[config.mk]
export PLATFORM = sky130hd
export DESIGN_NAME = dma2ch
export DESIGN_NICKNAME = d
export VERILOG_FILES = /design/src/rtl/dma2ch_pkg.sv /design/src/rtl/dma2ch_chan.sv /design/src/rtl/dma2ch_mover.sv /design/src/rtl/dma2ch.sv
export SDC_FILE = /design/constraint.sdc
export NUM_CORES = 1
export LEC_CHECK = 0
export BUFFER_PORTS_ARGS = -buffer_cell sky130_fd_sc_hd__buf_2
export CORE_UTILIZATION = 50
export CTS_CLUSTER_SIZE = 14
export DETAILED_ROUTE_END_ITERATION = 10
export GPL_TIMING_DRIVEN = 0
export PLACE_DENSITY = 0.75
export SLEW_MARGIN = 20
export SYNTH_ARGS = -nofsm -noshare
export SYNTH_HDL_FRONTEND = slang
export SYNTH_SLANG_ARGS = --single-unit
export TNS_END_PERCENT = 1
[constraint.sdc]
create_clock -name clk -period 3 [get_ports clk]
set_input_delay 0.45 -clock clk [delete_from_list [all_inputs] [get_ports clk]]
set_output_delay 0.45 -clock clk [all_outputs]
set_load 0.01 [all_outputs]
[src/rtl/dma2ch_pkg.sv]
package dma2ch_pkg;
  localparam int NCH  = 2;
  localparam int RA_W = 4;

  localparam logic [RA_W-1:0] RA_VEC_BASE = 4'd8;
  localparam logic [RA_W-1:0] RA_OPR      = 4'd10;

  // control word bit positions
  localparam int CB_DE   = 0;
  localparam int CB_TE   = 1;
  localparam int CB_IE   = 2;
  localparam int CB_AR   = 9;
  localparam int CB_SZ   = 10;
  localparam int CB_SINC = 12;
  localparam int CB_SDEC = 13;
  localparam int CB_DINC = 14;
  localparam int CB_DDEC = 15;

  typedef enum logic [1:0] {ST_IDLE, ST_RD, ST_WR} mv_state_t;

  // 16-byte code is carried out as a 4-byte unit
  function automatic logic [1:0] eff_size(input logic [1:0] code);
    return (code == 2'd3) ? 2'd2 : code;
  endfunction
endpackage

[src/rtl/dma2ch_chan.sv]
module dma2ch_chan
  import dma2ch_pkg::*;
#(
  parameter int AW = 32,
  parameter int CW = 24,
  parameter int DW = 32
) (
  input  logic          clk,
  input  logic          rst,
  input  logic          wr_en,
  input  logic [1:0]    wr_idx,
  input  logic [DW-1:0] wr_data,
  input  logic          op_wr,
  input  logic          op_bit,
  input  logic          master_en,
  input  logic          dreq,
  input  logic          grant,
  input  logic          unit_done,
  output logic [AW-1:0] src_o,
  output logic [AW-1:0] dst_o,
  output logic [CW-1:0] cnt_o,
  output logic [15:0]   ctl_o,
  output logic [1:0]    size_o,
  output logic          ready_o,
  output logic          irq_o
);
  logic [AW-1:0] src_r, dst_r, step;
  logic [CW-1:0] cnt_r;
  logic [15:0]   ctl_r;
  logic          te_r, armed_r, pend_r, dreq_q;
  logic          ctl_wr, live, finish, arm_now;
  logic [1:0]    sz;

  function automatic logic [AW-1:0] move(input logic [AW-1:0] a, input logic dec,
                                         input logic inc, input logic [AW-1:0] s);
    if (inc && !dec) return a + s;
    if (dec && !inc) return a - s;
    return a;
  endfunction

  always_comb begin
    sz      = eff_size(ctl_r[CB_SZ +: 2]);
    step    = AW'(1) << sz;
    ctl_wr  = wr_en && (wr_idx == 2'd3);
    live    = armed_r && ctl_r[CB_DE] && master_en;
    finish  = live && (cnt_r == '0);
    arm_now = (ctl_wr && wr_data[CB_DE] && !(te_r && wr_data[CB_TE]) && master_en) ||
              (op_wr && op_bit && ctl_r[CB_DE] && !te_r);
  end

  always_ff @(posedge clk) begin
    if (rst) begin
      src_r   <= '0;
      dst_r   <= '0;
      cnt_r   <= '0;
      ctl_r   <= '0;
      te_r    <= 1'b0;
      armed_r <= 1'b0;
      pend_r  <= 1'b0;
      dreq_q  <= 1'b0;
    end else begin
      dreq_q <= dreq;
      pend_r <= (pend_r && !grant) || (dreq && !dreq_q && live && !ctl_r[CB_AR]);

      if (arm_now) armed_r <= 1'b1;
      else if (finish || !ctl_r[CB_DE] || !master_en) armed_r <= 1'b0;

      if (finish) te_r <= 1'b1;
      else if (ctl_wr && !wr_data[CB_TE]) te_r <= 1'b0;

      if (ctl_wr) ctl_r <= wr_data[15:0] & ~16'h0002;

      if (wr_en && wr_idx == 2'd0) src_r <= wr_data[AW-1:0];
      else if (unit_done) src_r <= move(src_r, ctl_r[CB_SDEC], ctl_r[CB_SINC], step);

      if (wr_en && wr_idx == 2'd1) dst_r <= wr_data[AW-1:0];
      else if (unit_done) dst_r <= move(dst_r, ctl_r[CB_DDEC], ctl_r[CB_DINC], step);

      if (wr_en && wr_idx == 2'd2) cnt_r <= wr_data[CW-1:0];
      else if (unit_done) cnt_r <= cnt_r - 1'b1;
    end
  end

  assign src_o   = src_r;
  assign dst_o   = dst_r;
  assign cnt_o   = cnt_r;
  assign ctl_o   = ctl_r | {14'b0, te_r, 1'b0};
  assign size_o  = sz;
  assign ready_o = live && (cnt_r != '0) && (ctl_r[CB_AR] || pend_r);
  assign irq_o   = te_r && ctl_r[CB_IE];
endmodule

[src/rtl/dma2ch_mover.sv]
module dma2ch_mover
  import dma2ch_pkg::*;
#(
  parameter int AW = 32,
  parameter int DW = 32,
  localparam int CH_W = (NCH > 1) ? $clog2(NCH) : 1
) (
  input  logic           clk,
  input  logic           rst,
  input  logic [NCH-1:0] ready,
  input  logic [AW-1:0]  src_i [NCH],
  input  logic [AW-1:0]  dst_i [NCH],
  input  logic [1:0]     size_i [NCH],
  output logic [NCH-1:0] grant,
  output logic [NCH-1:0] done,
  output logic           mem_req,
  output logic           mem_we,
  output logic [1:0]     mem_size,
  output logic [AW-1:0]  mem_addr,
  output logic [DW-1:0]  mem_wdata,
  input  logic [DW-1:0]  mem_rdata,
  input  logic           mem_ack
);
  mv_state_t     state;
  logic [CH_W-1:0] sel, cur;
  logic [AW-1:0] dst_q;

  // lowest index wins
  always_comb begin
    sel = '0;
    for (int c = NCH - 1; c >= 0; c--) begin
      if (ready[c]) sel = CH_W'(c);
    end
  end

  assign grant = (state == ST_IDLE && |ready) ? (NCH'(1) << sel) : '0;
  assign done  = (state == ST_WR && mem_ack)  ? (NCH'(1) << cur) : '0;

  always_ff @(posedge clk) begin
    if (rst) begin
      state     <= ST_IDLE;
      cur       <= '0;
      dst_q     <= '0;
      mem_req   <= 1'b0;
      mem_we    <= 1'b0;
      mem_size  <= 2'd0;
      mem_addr  <= '0;
      mem_wdata <= '0;
    end else begin
      case (state)
        ST_IDLE: if (|ready) begin
          cur      <= sel;
          dst_q    <= dst_i[sel];
          mem_addr <= src_i[sel];
          mem_size <= size_i[sel];
          mem_we   <= 1'b0;
          mem_req  <= 1'b1;
          state    <= ST_RD;
        end
        ST_RD: if (mem_ack) begin
          mem_addr  <= dst_q;
          mem_wdata <= mem_rdata;
          mem_we    <= 1'b1;
          state     <= ST_WR;
        end
        ST_WR: if (mem_ack) begin
          mem_req <= 1'b0;
          mem_we  <= 1'b0;
          state   <= ST_IDLE;
        end
        default: state <= ST_IDLE;
      endcase
    end
  end
endmodule

[src/rtl/dma2ch.sv]
module dma2ch
  import dma2ch_pkg::*;
#(
  parameter int AW = 32,
  parameter int CW = 24,
  parameter int DW = 32,
  parameter int VW = 7,
  parameter int LW = 4,
  localparam int CH_W = (NCH > 1) ? $clog2(NCH) : 1
) (
  input  logic            clk,
  input  logic            rst,
  input  logic            reg_wr,
  input  logic            reg_rd,
  input  logic [RA_W-1:0] reg_addr,
  input  logic [DW-1:0]   reg_wdata,
  output logic [DW-1:0]   reg_rdata,
  input  logic [NCH-1:0]  dreq,
  input  logic [LW-1:0]   irq_prio,
  output logic            irq_req,
  output logic [VW-1:0]   irq_vec,
  output logic [LW-1:0]   irq_lvl,
  output logic            mem_req,
  output logic            mem_we,
  output logic [1:0]      mem_size,
  output logic [AW-1:0]   mem_addr,
  output logic [DW-1:0]   mem_wdata,
  input  logic [DW-1:0]   mem_rdata,
  input  logic            mem_ack
);
  logic [AW-1:0]  src_w [NCH];
  logic [AW-1:0]  dst_w [NCH];
  logic [CW-1:0]  cnt_w [NCH];
  logic [15:0]    ctl_w [NCH];
  logic [1:0]     size_w [NCH];
  logic [VW-1:0]  vec_r [NCH];
  logic [NCH-1:0] ready_w, grant_w, done_w, irq_w, te_bits, ie_bits;
  logic           master_en, ch_hit, op_wr;
  logic [CH_W-1:0] ch_sel;
  logic [1:0]     reg_idx;
  logic [VW-1:0]  vec_pick;

  assign ch_hit  = reg_addr < RA_W'(4 * NCH);
  assign ch_sel  = reg_addr[2 +: CH_W];
  assign reg_idx = reg_addr[1:0];
  assign op_wr   = reg_wr && (reg_addr == RA_OPR);

  for (genvar c = 0; c < NCH; c++) begin : g_ch
    dma2ch_chan #(.AW(AW), .CW(CW), .DW(DW)) u_ch (
      .clk       (clk),
      .rst       (rst),
      .wr_en     (reg_wr && ch_hit && (ch_sel == CH_W'(c))),
      .wr_idx    (reg_idx),
      .wr_data   (reg_wdata),
      .op_wr     (op_wr),
      .op_bit    (reg_wdata[0]),
      .master_en (master_en),
      .dreq      (dreq[c]),
      .grant     (grant_w[c]),
      .unit_done (done_w[c]),
      .src_o     (src_w[c]),
      .dst_o     (dst_w[c]),
      .cnt_o     (cnt_w[c]),
      .ctl_o     (ctl_w[c]),
      .size_o    (size_w[c]),
      .ready_o   (ready_w[c]),
      .irq_o     (irq_w[c])
    );
    assign te_bits[c] = ctl_w[c][CB_TE];
    assign ie_bits[c] = ctl_w[c][CB_IE];

    always_ff @(posedge clk) begin
      if (rst) vec_r[c] <= '0;
      else if (reg_wr && reg_addr == RA_VEC_BASE + RA_W'(c)) vec_r[c] <= reg_wdata[VW-1:0];
    end
  end

  dma2ch_mover #(.AW(AW), .DW(DW)) u_mover (
    .clk       (clk),
    .rst       (rst),
    .ready     (ready_w),
    .src_i     (src_w),
    .dst_i     (dst_w),
    .size_i    (size_w),
    .grant     (grant_w),
    .done      (done_w),
    .mem_req   (mem_req),
    .mem_we    (mem_we),
    .mem_size  (mem_size),
    .mem_addr  (mem_addr),
    .mem_wdata (mem_wdata),
    .mem_rdata (mem_rdata),
    .mem_ack   (mem_ack)
  );

  always_comb begin
    vec_pick = '0;
    for (int c = NCH - 1; c >= 0; c--) begin
      if (irq_w[c]) vec_pick = vec_r[c];
    end
  end

  always_ff @(posedge clk) begin
    if (rst) begin
      master_en <= 1'b0;
      reg_rdata <= '0;
      irq_req   <= 1'b0;
      irq_vec   <= '0;
      irq_lvl   <= '0;
    end else begin
      if (op_wr) master_en <= reg_wdata[0];
      irq_req <= |irq_w;
      irq_vec <= vec_pick;
      irq_lvl <= irq_prio;
      if (reg_rd) begin
        reg_rdata <= '0;
        if (ch_hit) begin
          case (reg_idx)
            2'd0:    reg_rdata <= DW'(src_w[ch_sel]);
            2'd1:    reg_rdata <= DW'(dst_w[ch_sel]);
            2'd2:    reg_rdata <= DW'(cnt_w[ch_sel]);
            default: reg_rdata <= DW'(ctl_w[ch_sel]);
          endcase
        end else if (reg_addr == RA_OPR) begin
          reg_rdata <= DW'(master_en);
        end else begin
          for (int c = 0; c < NCH; c++) begin
            if (reg_addr == RA_VEC_BASE + RA_W'(c)) reg_rdata <= DW'(vec_r[c]);
          end
        end
      end
    end
  end
endmodule

After elaboration in Yosys (flattened, before gate mapping)
Memories as Yosys holds them, arrays and structs flattened.
Cells that the tools add are included.
Operators by class
  shift operators: 4
  equality and inequality tests: 13
  reductions and logical operators: 126
  $add $sub $neg: 10
  bitwise operators: 7
  order comparisons: 3
  mux-type cells: 129
Operators with widths (number)
  2-to-1 mux 32 bit: 41
  2-to-1 mux 24 bit: 7
  adder 32 bit: 4
  subtractor 32 bit: 4
  case mux 32 bit (3 select lines): 1
  case mux 32 bit (2 select lines): 1
  << shifter 1 x 2 -> 32 bit (first input constant): 2
  logical AND 1 bit: 59
  2-to-1 mux 1 bit: 58
  logical NOT 24 bit: 2
  2-to-1 mux 16 bit: 3
  nonzero test 24 bit: 2
  subtractor 24 x 1 -> 24 bit (second input constant): 2
  2-to-1 mux 7 bit: 5
  bitwise OR 16 x 2 -> 16 bit: 2
  nonzero test 2 bit: 12
  logical NOT 1 bit: 22
  2-to-1 mux 2 bit: 10
  nonzero test 3 bit: 5
  == test 4 bit (second input constant): 3
  AND reduction 2 bit: 6
  == test 2 bit (second input constant): 5
  logical OR 1 bit: 10
  AND reduction 3 bit: 3
  14 further kinds: 23
Word-level totals
  output and inout port bits: 112
  memories: 1
  register bits: 362
  memory bits (writable): 14
Memory list
  vec_r: words 2, bits a word 7, read ports 2, clocked after Yosys merged registers in 0, write ports 2, RTL line dma2ch.sv:36  | logic [VW-1:0] vec_r [NCH];

Depth between registers and ports, before layout
  word-level depth: 14
  depth in mapped cells: 11
  gate-level depth less buffers: 11

Modules after synthesis
Synthesis repeated with hierarchy kept, for this count alone.
Second synthesis, totals
  cells, all modules: 2982
  area total of the unflattened synthesis: 23945.5 um2
Modules (own cells, without submodules)
  dma2ch_chan at g_ch[0].u_ch: instances 1, cells each 999, area an instance 7549.7 um2
  dma2ch_chan at g_ch[1].u_ch: instances 1, cells each 983, area an instance 7468.4 um2
  dma2ch_mover: instances 1, cells each 628, area an instance 5073.6 um2
  dma2ch: instances 1, cells each 372, area an instance 3853.7 um2

Worst setup path after synthesis
Ideal clock, no wire load.
  path kind: reg2reg
  from: reg g_ch[1].u_ch.ctl_r[11]
  to: reg g_ch[1].u_ch.src_r[31]
  arrival: 2920 ps
  stages on the path, launching flop included: 11
  setup slack: -11 ps
  library setup time: 91 ps
  path through: dfxtp_1 inv_1 nand2_1 ha_1 nor2b_1 o21ai_0 a211oi_1 nand4_1 a221o_1 or3_1 a311oi_1
On the way
  word-level cells in the longest chain between the ends: 10
  elaborated cells between the ends (all ways): 11
  those cells by class: add/sub (2); eq/ne (1); shift (1); mux (7)
Ends and longest elaborated chain
  start: declaration: RTL line dma2ch_chan.sv:29  | logic [15:0] ctl_r;
  start signal: assignment: RTL line dma2ch_chan.sv:71  | if (ctl_wr) ctl_r <= wr_data[15:0] & ~16'h0002;
  == test 2 bit: RTL line dma2ch_pkg.sv:23  | return (code == 2'd3) ? 2'd2 : code;
  2-to-1 mux 2 bit *: RTL line dma2ch_pkg.sv:23
  << shifter 1 x 2 -> 32 bit *: RTL line dma2ch_chan.sv:43  | step = AW'(1) << sz;
  adder 32 bit: RTL line dma2ch_chan.sv:36  | if (inc && !dec) return a + s;
  2-to-1 mux 32 bit: RTL line dma2ch_chan.sv:36
  2-to-1 mux 32 bit: RTL line dma2ch_chan.sv:37  | if (dec && !inc) return a - s;
  2-to-1 mux 32 bit: RTL line dma2ch_chan.sv:38  | return a;
  2-to-1 mux 32 bit *: RTL line dma2ch_chan.sv:37
  2-to-1 mux 32 bit *: RTL line dma2ch_chan.sv:74  | else if (unit_done) src_r <= move(src_r, ctl_r[CB_SDEC], ctl_r[CB_SINC], step);
  2-to-1 mux 32 bit *: RTL line dma2ch_chan.sv:73  | if (wr_en && wr_idx == 2'd0) src_r <= wr_data[AW-1:0];
  end signal: assignment: RTL line dma2ch_chan.sv:73
  end signal: assignment: RTL line dma2ch_chan.sv:74
  end: declaration: RTL line dma2ch_chan.sv:27  | logic [AW-1:0] src_r, dst_r, step;
Every way passes the cells marked *; elsewhere a longest branch is shown, timed or not. The select of a mux whose other input is x is not followed.
A chain may end at the register's enable or synchronous reset.

Final worst setup path
  from: reg g_ch[1].u_ch.dst_r[2]
  to: reg g_ch[1].u_ch.dst_r[18]
On the way
  word-level cells in the longest chain between the ends: 7
  elaborated cells between the ends (all ways): 8
  those cells by class: add/sub (2); mux (6)
Ends and longest elaborated chain
  start: declaration: RTL line dma2ch_chan.sv:27
  start signal: assignment: RTL line dma2ch_chan.sv:76  | if (wr_en && wr_idx == 2'd1) dst_r <= wr_data[AW-1:0];
  start signal: assignment: RTL line dma2ch_chan.sv:77  | else if (unit_done) dst_r <= move(dst_r, ctl_r[CB_DDEC], ctl_r[CB_DINC], step);
  adder 32 bit: RTL line dma2ch_chan.sv:36
  2-to-1 mux 32 bit: RTL line dma2ch_chan.sv:36
  2-to-1 mux 32 bit: RTL line dma2ch_chan.sv:37
  2-to-1 mux 32 bit: RTL line dma2ch_chan.sv:38
  2-to-1 mux 32 bit *: RTL line dma2ch_chan.sv:37
  2-to-1 mux 32 bit *: RTL line dma2ch_chan.sv:77
  2-to-1 mux 32 bit *: RTL line dma2ch_chan.sv:76
Marked as above.

==> impl_metrics.toml <==
[yosys]
synthTopCellsByArea = "dfxtp_1 33%, nand2_1 7.1%, nor2_1 5.3%"
synth-seq-cells = 376
syn_inst = 2812
synth_edf_count = 14
ys_seq_area_frac = 0.344
synth_top_area_share = 0.325
async_flop_share = 0
avgSynthCellArea_um2 = 7.92
synth_top_area_cell = "dfxtp_1"
post_synth_num_cell_types = 89
synthTopCellsByCount = "421 x nand2_1, 362 x dfxtp_1, 317 x nor2_1, 206 x clkbuf_1, 181 x a21oi_1"
ys_warn_count = 0
yosysMostFrequentCell = "nand2_1"
synth_area_um2 = 22300
synthFlopType = "dfxtp_1"

[min_path]
holdCritPathClass = "primary input to flip-flop"
worstHoldPathCells = 2
hold_end = "irq_lvl[1]"
hold_path.startpoint = "irq_prio[1]"

[global_routing]
antenna_found_initial = 1
grt_overflow_total = 0
grt_max_degree = 14
grt_pass1_wl_mm = 149
grt_pass1_vias = 22200
grt_usage = 0.456

[floorplan]
die_h_um = 213
die_area_um2 = 45400
core_area_um2 = 43600
io_pins = 191
start_util = 0.512
die_w_um = 213
rows = 76

[timing]
finalSetupTns_ns = -0.868
whs_ns = 0.0567
grt_setup_unrepaired = "true"
clock_skew_ns = 0.0265
relSlewSlack = 0.129
finalSetupViolCount = 17
worst_slack_ns = -0.181
finalMaxSlewViolations = 0
tightestPinTransition_ns = 1.31
fmax_ghz = 0.314
period_minus_slack_ns = 3.18
hold_viol_final = 0
fin_crit_sh = 1.06

[clock_tree]
htreeDepth = 2
tritoncts = "built"
clock-sinks = 376
cts_buffers = 43
clk_latency_ns = 0.61
hold_buffers = 0
clock_path_buffers = 3
clkTransAtPathRegs_ns = 0.06
root_buffer = "clkbuf_16"

[layout]
syn2layout_area_growth_pct = 17.3
layout-drive-gt1-share = 0.159
nFillCells = 4126
fin_nets = 3186
final_util = 0.600

[power_and_ir_drop]
leakage_nw = 9.43
power_density_nw_per_um2 = 458
ir_drop_v = 0.000485
power_w = 0.0120

[place]
post-dp-hpwl_mm = 78.6
dp_slack_ns = -0.842
port_buffers = 172
place.gp.congestion = 1.06

[critical_path]
ff2ff_path_depth = 9
cp-start-kind = "flip-flop"
crit_start = "g_ch[1].u_ch.dst_o[2]"
reg2reg_from = "g_ch[1].u_ch.dst_o[2]"
end_kind = "flip-flop"
cp_data_arrival_time_ns = 3.70
crit_fanout = 8
worstSetupPathType = "flip-flop to flip-flop"
required_ns = 3.52
r2r-end = "g_ch[1].u_ch.dst_o[18]"
rrSetupSlack_ns = -0.18

[drt]
vias_per_cell = 6.72
routed.top_layer = "met4"
drc = 0
dr_wl_met3_mm = 14.6
vias = 24700
ant_nets = 0
drtIter0Drc = 3824
wl_met2_mm = 42.1
first_pass_iters = 8
wl_met1_mm = 39.5
wire_per_inst_um = 28.7
wl_mm = 106

[outcome]
violations = "negative setup slack"
status = "finished, violations left"

[job]
drv_cap = 0
-- state kept, by name, summed over array words and instances, names as in the netlist, 30 cells and up --
signal             flops
g_ch.u_ch.cnt_o       48
g_ch.u_ch.ctl_r       30
g_ch.u_ch.dst_o       64
g_ch.u_ch.src_o       64
reg_rdata             32
u_mover.dst_q         32
u_mover.mem_addr      32
u_mover.mem_wdata     32
-- repair_timing --
action                                  4_1_cts  5_1_grt
endpoints found under the hold margin         0        0
endpoints found under the setup margin      176      163
gates resized for setup                      62      112
setup buffers                                 3        8
pin swaps                                     7       25
-- routing by layer --
layer,global-route usage,vias up
li1,-,10600
met5,0,-
met1,0.606,11800
met2,0.630,1853
met3,0.114,437
met4,0.353,0
-- cells in the final DEF (no fill, tap or decap), drive strengths merged, types with 47 or more instances in the layout --
cell type    n
a31oi       81
a211oi     126
a21oi      182
xor2        53
nand2      421
dfxtp      362
o21ai      107
nand3       58
buf        215
nor2       317
xnor2       91
ha          48
clkbuf     279
nor3        75
inv         47
-- report_power, final --
group / leakage, nW / internal, W / switching (W)
Sequential: 3.07 / 0.00509 / 0.000114
Combinational: 5.64 / 0.000344 / 0.000813
Clock: 0.717 / 0.00321 / 0.00241
-- cell families (layout without fill, tap and decap cells) --
| kind of cell | Yosys count | count (layout) | share of synthesized area |
|---|---|---|---|
| compound gates | 683 | 683 | 0.203 |
| xor+xnor | 144 | 144 | 0.0566 |
| fa+ha+maj | 56 | 56 | 0.0341 |
| buf+inv | 296 | 558 | 0.0522 |
| flops | 376 | 376 | 0.344 |
| mux | 86 | 86 | 0.0624 |
| other cells | 2 | 15 | 0.000337 |
| simple gates | 1169 | 1169 | 0.247 |
-- worst max-delay path, cell delays in order (launching register included) --
cell,delay [ns]
dfxtp_1,0.66
ha_1,0.32
clkbuf_1,0.18
a21o_1,0.24
a211o_4,0.39
or4_4,0.50
or3_1,0.33
a21oi_2,0.16
xnor2_1,0.09
a211oi_2,0.22
-- how the worst max path moves through the flow --
| stage | depth (start not counted) | end | slack (ns) |
|---|---|---|---|
| floorplan | 11 | g_ch[1].u_ch.dst_o[18] | 0.01 |
| global placement | 10 | g_ch[1].u_ch.src_o[31] | -0.77 |
| detailed placement | 9 | g_ch[1].u_ch.dst_o[29] | -0.84 |
| CTS | 9 | u_mover.mem_addr[10] | -0.43 |
| global route | 11 | g_ch[1].u_ch.dst_o[18] | -0.24 |
| finish | 9 | g_ch[1].u_ch.dst_o[18] | -0.18 |
-- metrics by stage --
step	instances	instance area (um^2)
final	3672	26100
after global placement	3579	23900
after global routing	3669	26100
after floorplan	2822	22300
after detailed placement	3580	23900
after CTS	3661	25600
-- final cells by class --
cell class,instances,area [um^2],area share
repair buffers,184,980,0.0375
flip-flops and latches,376,7690,0.294
inverters,45,169,0.00646
plain buffers,251,1070,0.0409
well taps,585,732,0.0280
multi-input cells,2150,14000,0.537
clock inverters,19,249,0.00952
diodes,3,7.51,0.000287
clock buffers,59,1220,0.0465
Power figures use the tool's default switching activity.
